==> src/rtl/mdrv_fault_pkg.sv <==
package mdrv_fault_pkg;

    // States of the current-limit persistence timer
    typedef enum logic [1:0] {
        IL_IDLE    = 2'd0,
        IL_TIMING  = 2'd1,
        IL_FLAGGED = 2'd2
    } ilim_state_t;

endpackage

==> src/rtl/mdrv_ilim_qual.sv <==
// Qualification filter for the raw sense comparator.
module mdrv_ilim_qual #(
    parameter int QUAL_CYC = 300
) (
    input  logic clk,
    input  logic rst_n,
    input  logic sense_raw,
    output logic ilim_req
);
    localparam int QW = $clog2(QUAL_CYC + 1);
    localparam logic [QW-1:0] QMAX = QW'(QUAL_CYC);

    logic [QW-1:0] run_cnt;

    // Counts consecutive high samples and saturates at QMAX
    always_ff @(posedge clk or negedge rst_n) begin
        if (!rst_n) begin
            run_cnt <= '0;
        end else if (!sense_raw) begin
            run_cnt <= '0;
        end else if (run_cnt != QMAX) begin
            run_cnt <= run_cnt + QW'(1);
        end
    end

    assign ilim_req = (run_cnt == QMAX);
endmodule

==> src/rtl/mdrv_ilim_persist.sv <==
// Persistence timer for a qualified current limit.
module mdrv_ilim_persist
    import mdrv_fault_pkg::*;
#(
    parameter int PERSIST_CYC = 27_500_000
) (
    input  logic clk,
    input  logic rst_n,
    input  logic ilim_req,
    input  logic clr_cond,
    output logic stat_ilim
);
    localparam int TW = $clog2(PERSIST_CYC + 1);
    localparam logic [TW-1:0] PLAST = TW'(PERSIST_CYC - 1);

    ilim_state_t   st, st_nxt;
    logic [TW-1:0] tmr, tmr_nxt;

    // State register
    always_ff @(posedge clk or negedge rst_n) begin
        if (!rst_n) begin
            st  <= IL_IDLE;
            tmr <= '0;
        end else begin
            st  <= st_nxt;
            tmr <= tmr_nxt;
        end
    end

    // Next-state logic
    always_comb begin
        st_nxt  = st;
        tmr_nxt = tmr;
        unique case (st)
            IL_IDLE: begin
                if (ilim_req && !clr_cond) begin
                    if (PERSIST_CYC <= 1) begin
                        st_nxt  = IL_FLAGGED;     // direct
                        tmr_nxt = '0;
                    end else begin
                        st_nxt  = IL_TIMING;      // start
                        tmr_nxt = TW'(1);
                    end
                end
            end
            IL_TIMING: begin
                if (clr_cond || !ilim_req) begin
                    st_nxt  = IL_IDLE;            // abort
                    tmr_nxt = '0;
                end else if (tmr == PLAST) begin
                    st_nxt  = IL_FLAGGED;         // expire
                    tmr_nxt = '0;
                end else begin
                    tmr_nxt = tmr + TW'(1);
                end
            end
            IL_FLAGGED: begin
                if (clr_cond) begin
                    st_nxt  = IL_IDLE;            // release
                    tmr_nxt = '0;
                end
            end
            default: begin
                st_nxt  = IL_IDLE;
                tmr_nxt = '0;
            end
        endcase
    end

    // Output decode
    always_comb begin
        stat_ilim = (st == IL_FLAGGED);
    end
endmodule

==> src/rtl/mdrv_fault_regs.sv <==
// Latching, auto-resume and pin logic for the protection faults.
module mdrv_fault_regs #(
    parameter int N_AUTO = 2
) (
    input  logic              clk,
    input  logic              rst_n,
    input  logic              ocp_raw,
    input  logic [N_AUTO-1:0] auto_raw,
    input  logic              clr_stb,
    input  logic              stat_ilim,
    output logic              stat_ocp,
    output logic [N_AUTO-1:0] auto_stat,
    output logic              stat_any,
    output logic              bridge_dis,
    output logic              fault_n
);
    // Overcurrent latch: a set from the detector wins over a clear
    always_ff @(posedge clk or negedge rst_n) begin
        if (!rst_n) begin
            stat_ocp <= 1'b0;
        end else if (ocp_raw) begin
            stat_ocp <= 1'b1;
        end else if (clr_stb) begin
            stat_ocp <= 1'b0;
        end
    end

    // Auto-resume sources: one plain register stage each
    for (genvar i = 0; i < N_AUTO; i++) begin : g_auto
        always_ff @(posedge clk or negedge rst_n) begin
            if (!rst_n) begin
                auto_stat[i] <= 1'b0;
            end else begin
                auto_stat[i] <= auto_raw[i];
            end
        end
    end

    assign bridge_dis = stat_ocp | (|auto_stat);
    assign stat_any   = bridge_dis | stat_ilim;

    // Registered fault pin, free of glitches
    always_ff @(posedge clk or negedge rst_n) begin
        if (!rst_n) begin
            fault_n <= 1'b1;
        end else begin
            fault_n <= ~stat_any;
        end
    end
endmodule

==> src/rtl/mdrv_fault_sup.sv <==
module mdrv_fault_sup #(
    parameter int QUAL_CYC    = 300,
    parameter int PERSIST_CYC = 27_500_000
) (
    input  logic clk,
    input  logic rst_n,
    input  logic sense_raw,
    input  logic ocp_raw,
    input  logic ots_raw,
    input  logic uvlo_raw,
    input  logic dir_a,
    input  logic dir_b,
    input  logic clr_stb,
    output logic ilim_req,
    output logic stat_ilim,
    output logic stat_ocp,
    output logic stat_ots,
    output logic stat_uvlo,
    output logic stat_any,
    output logic bridge_dis,
    output logic fault_n
);
    logic       clr_cond;
    logic [1:0] auto_stat;

    // Coast (00) or brake (11) clears the limit fault, as does the strobe
    assign clr_cond = clr_stb | (dir_a ~^ dir_b);

    mdrv_ilim_qual #(.QUAL_CYC(QUAL_CYC)) u_qual (
        .clk       (clk),
        .rst_n     (rst_n),
        .sense_raw (sense_raw),
        .ilim_req  (ilim_req)
    );

    mdrv_ilim_persist #(.PERSIST_CYC(PERSIST_CYC)) u_persist (
        .clk       (clk),
        .rst_n     (rst_n),
        .ilim_req  (ilim_req),
        .clr_cond  (clr_cond),
        .stat_ilim (stat_ilim)
    );

    mdrv_fault_regs #(.N_AUTO(2)) u_regs (
        .clk        (clk),
        .rst_n      (rst_n),
        .ocp_raw    (ocp_raw),
        .auto_raw   ({uvlo_raw, ots_raw}),
        .clr_stb    (clr_stb),
        .stat_ilim  (stat_ilim),
        .stat_ocp   (stat_ocp),
        .auto_stat  (auto_stat),
        .stat_any   (stat_any),
        .bridge_dis (bridge_dis),
        .fault_n    (fault_n)
    );

    assign stat_ots  = auto_stat[0];
    assign stat_uvlo = auto_stat[1];
endmodule

==> config.mk <==
export PLATFORM = sky130hd
export DESIGN_NAME = mdrv_fault_sup
export DESIGN_NICKNAME = d
export VERILOG_FILES = /design/src/rtl/mdrv_fault_pkg.sv /design/src/rtl/mdrv_ilim_qual.sv /design/src/rtl/mdrv_ilim_persist.sv /design/src/rtl/mdrv_fault_regs.sv /design/src/rtl/mdrv_fault_sup.sv
export SDC_FILE = /design/constraint.sdc
export NUM_CORES = 1
export LEC_CHECK = 0
export BUFFER_PORTS_ARGS = -buffer_cell sky130_fd_sc_hd__buf_2
export CAP_MARGIN = 10
export CORE_ASPECT_RATIO = 0.7
export CORE_MARGIN = 2
export CORE_UTILIZATION = 40
export CTS_CLUSTER_DIAMETER = 150
export DETAILED_ROUTE_END_ITERATION = 7
export PLACE_DENSITY = 0.64
export SYNTH_ARGS = -nofsm -noshare
export SYNTH_HDL_FRONTEND = slang
export SYNTH_SLANG_ARGS = --single-unit
==> constraint.sdc <==
create_clock -name clk -period 2.2 [get_ports clk]
set_input_delay 0.44 -clock clk [delete_from_list [all_inputs] [get_ports clk]]
set_output_delay 0.44 -clock clk [all_outputs]
set_load 0.005 [all_outputs]
==> impl_metrics.json <==
{
  "fin_tns_setup_ns": 0,
  "grt.total_usage_pct": 20.6,
  "yosysWarnings": 0,
  "worst_pin_slew_ns": 0.525,
  "clock-root-buffer": "clkbuf_8",
  "max_freq_mhz": 473,
  "crit_start": "u_persist.tmr[23]$_DFFE_PN0P_",
  "cap_violations": 0,
  "area_delta_synth_final_pct": 20.7,
  "mostFrequentLayoutCells": "dfrtp_1 (39), buf_4 (28), nor2_1 (25), nand2_1 (20)",
  "grt_pass1_vias": 1923,
  "yosysUniqueCellTypes": 44,
  "grt_pass1_wl_um": 9820,
  "skew_ns": 0.0132,
  "rows": 22,
  "relSlewSlack_pct": 64.5,
  "crit_type": "reg -> reg",
  "dpl.hpwl_um": 4190,
  "antennaDiodeCount": 0,
  "ys_seq_area_share_pct": 44.0,
  "stdcell_area_mm2": 0.00275,
  "start_util_pct": 42.4,
  "critPathBufInv": 1,
  "path_cells": "nor4bb_1 > nand3_1 > o311ai_2 > buf_4 > o21ai_0 > a22o_1",
  "cp.required_ns": 2.40,
  "drt-total-wl_um": 5670,
  "layout_commonest_cell": "dfrtp_1",
  "portBuffers": 16,
  "maxSlewViolCount": 0,
  "drt_iter0_drc": 171,
  "layout_min_cycle_time_ns": 2.11,
  "min_period_over_period_pct": 96.1,
  "synth_edf_count": 0,
  "async_reset_ff_share_pct": 100,
  "hold_class": "in -> async",
  "drive_gt1_share_pct": 22.8,
  "cts_made_buffers": 5,
  "post-route-util_pct": 51.2,
  "netlist_instances": 246,
  "crit_family": "simple AND/OR/NAND/NOR gates",
  "hold_buffers": 0,
  "rsz0062_at_grt": "false",
  "vias": 2009,
  "final_nets": 300,
  "cts_buffer_depth": 2,
  "cp_slowest_cell": "nor4bb_1",
  "power.leakage_nw": 1.23,
  "syn_nets": 258,
  "gp_congestion": 0.919,
  "antenna_found_initial": 0,
  "cp_max_fo": 7,
  "synth_area_per_cell_um2": 9.26,
  "status": "finished clean",
  "die_h_um": 67.1,
  "dpl_cell_area_mm2": 0.00261,
  "hold_viol_final": 0,
  "setup_viol": 0,
  "synth-seq-cells": 40,
  "rr_startpoint": "u_persist.tmr[23]$_DFFE_PN0P_",
  "synth_ff_type": "dfrtp_1",
  "htree_levels": 2,
  "fillers": 524,
  "avgViaCountPerCell": 5.57,
  "ant_nets": 0,
  "tritoncts": "done",
  "crit_path_end_kind": "flip-flop",
  "ir_drop_v": 0.000225,
  "core_area_mm2": 0.00537,
  "firstDrtPassIters": 4,
  "cts.sink_count": 40,
  "overflow": 0,
  "die_x_um": 94.2,
  "pin_count": 17,
  "clk_transition_reported_paths_ns": 0.09,
  "cp-start-kind": "flip-flop",
  "wl_per_cell_um": 15.7,
  "grt_max_degree": 41,
  "crit_arrival_ns": 2.31,
  "power_density_mw_per_mm2": 513,
  "die-area_mm2": 0.00632,
  "clk_latency_ns": 0.30,
  "post-route-drc-count": 0,
  "max_stage_delay_ns": 0.52,
  "synth_area_mm2": 0.00228
}
## registers in the layout, indices dropped and copies added, names as in the netlist
| register | count |
|---|---|
| u_regs.stat_ocp | 1 |
| u_regs.fault_n | 1 |
| u_persist.st | 2 |
| u_persist.tmr | 25 |
| u_qual.run_cnt | 9 |
| u_regs.auto_stat | 2 |
## final timing paths
check | endpoint | slack (ns) | cells past startpoint
min in group clk | u_regs.auto_stat[1]$_DFF_PN0_ | 0.24 | 1
max in group asynchronous | u_qual.run_cnt[4]$_DFFE_PN0P_ | 1.63 | 2
worst max register to register | u_persist.tmr[22]$_DFFE_PN0P_ | 0.09 | 6
worst min-delay path | u_regs.auto_stat[1]$_DFF_PN0_ | 0.18 | 2
worst max-delay path | u_persist.tmr[22]$_DFFE_PN0P_ | 0.09 | 6
worst min register to register | u_regs.stat_ocp$_DFFE_PN0P_ | 0.51 | 1
## Yosys cell counts (2+ instances only)
cell | number | area, um2
a21boi_0 | 2 | 15.0
a21o_1 | 5 | 37.5
a21oi_1 | 10 | 50.1
a22o_1 | 3 | 26.3
a31oi_1 | 2 | 12.5
and2_1 | 6 | 37.5
and3_1 | 5 | 31.3
and4_1 | 3 | 26.3
buf_2 | 3 | 15.0
clkbuf_1 | 5 | 18.8
dfrtp_1 | 39 | 976
ha_1 | 3 | 37.5
inv_1 | 11 | 41.3
nand2_1 | 20 | 75.1
nand3_1 | 10 | 50.1
nand4_1 | 6 | 37.5
nand4b_1 | 2 | 17.5
nor2_1 | 26 | 97.6
nor2b_1 | 2 | 12.5
nor3_1 | 9 | 45.0
nor4_1 | 8 | 50.1
nor4b_1 | 3 | 26.3
o2111ai_1 | 6 | 52.6
o211ai_1 | 2 | 15.0
o21ai_0 | 11 | 55.1
or2_2 | 3 | 18.8
or3_1 | 3 | 18.8
or4_1 | 5 | 37.5
xnor2_1 | 3 | 26.3
xor2_1 | 16 | 140
## where the power goes
| part | internal (W) | switching, W | leakage (nW) |
|---|---|---|---|
| sequential | 0.000751 | 0.0000117 | 0.542 |
| combinational | 0.0000419 | 0.0000530 | 0.641 |
| clock | 0.000287 | 0.000265 | 0.0515 |
## through the flow
step	total power, W	std cells	worst slack [ns]	hold slack, ns
finish	0.00141	361	0.0859	0.185
global route	0.00147	361	0.0103	0.235
CTS	0.00143	360	0.0302	0.216
detailed placement	0.000872	352	0.0403	0.496
global placement	0.000870	352	0.105	0.495
floorplan	0.000816	246	0.0877	0.144
## cells by family after synthesis
| family | after synthesis | share of synthesized area (%) |
|---|---|---|
| compound gates | 49 | 14.7 |
| xor+xnor | 19 | 7.31 |
| fa+ha+maj | 3 | 1.65 |
| buf+inv | 20 | 3.63 |
| flops | 40 | 44.0 |
| simple gates | 115 | 28.7 |
## metal layers
layer / GRT usage, % / routed length [um]
met1: 32.6 / 3020
met2: 28.3 / 2200
met4: 5.43 / 66
met5: 0 / 0
met3: 3.73 / 385
## repair_timing
item,CTS,global route
setup buffers,0,1
endpoints found under the hold margin,0,0
resized for setup,1,9
setup endpoints to repair,1,6
pin swaps,0,3
## area by class of cell
| type | instances | area, um2 | area share (%) |
|---|---|---|---|
| multi-input cells | 186 | 1220 | 44.6 |
| repair buffers | 44 | 290 | 10.6 |
| inverters | 11 | 41.3 | 1.50 |
| clock buffers | 8 | 100 | 3.64 |
| flip-flops and latches | 40 | 1000 | 36.5 |
| well taps | 72 | 90.1 | 3.28 |
No activity file was read; power rests on OpenSTA's default activity.
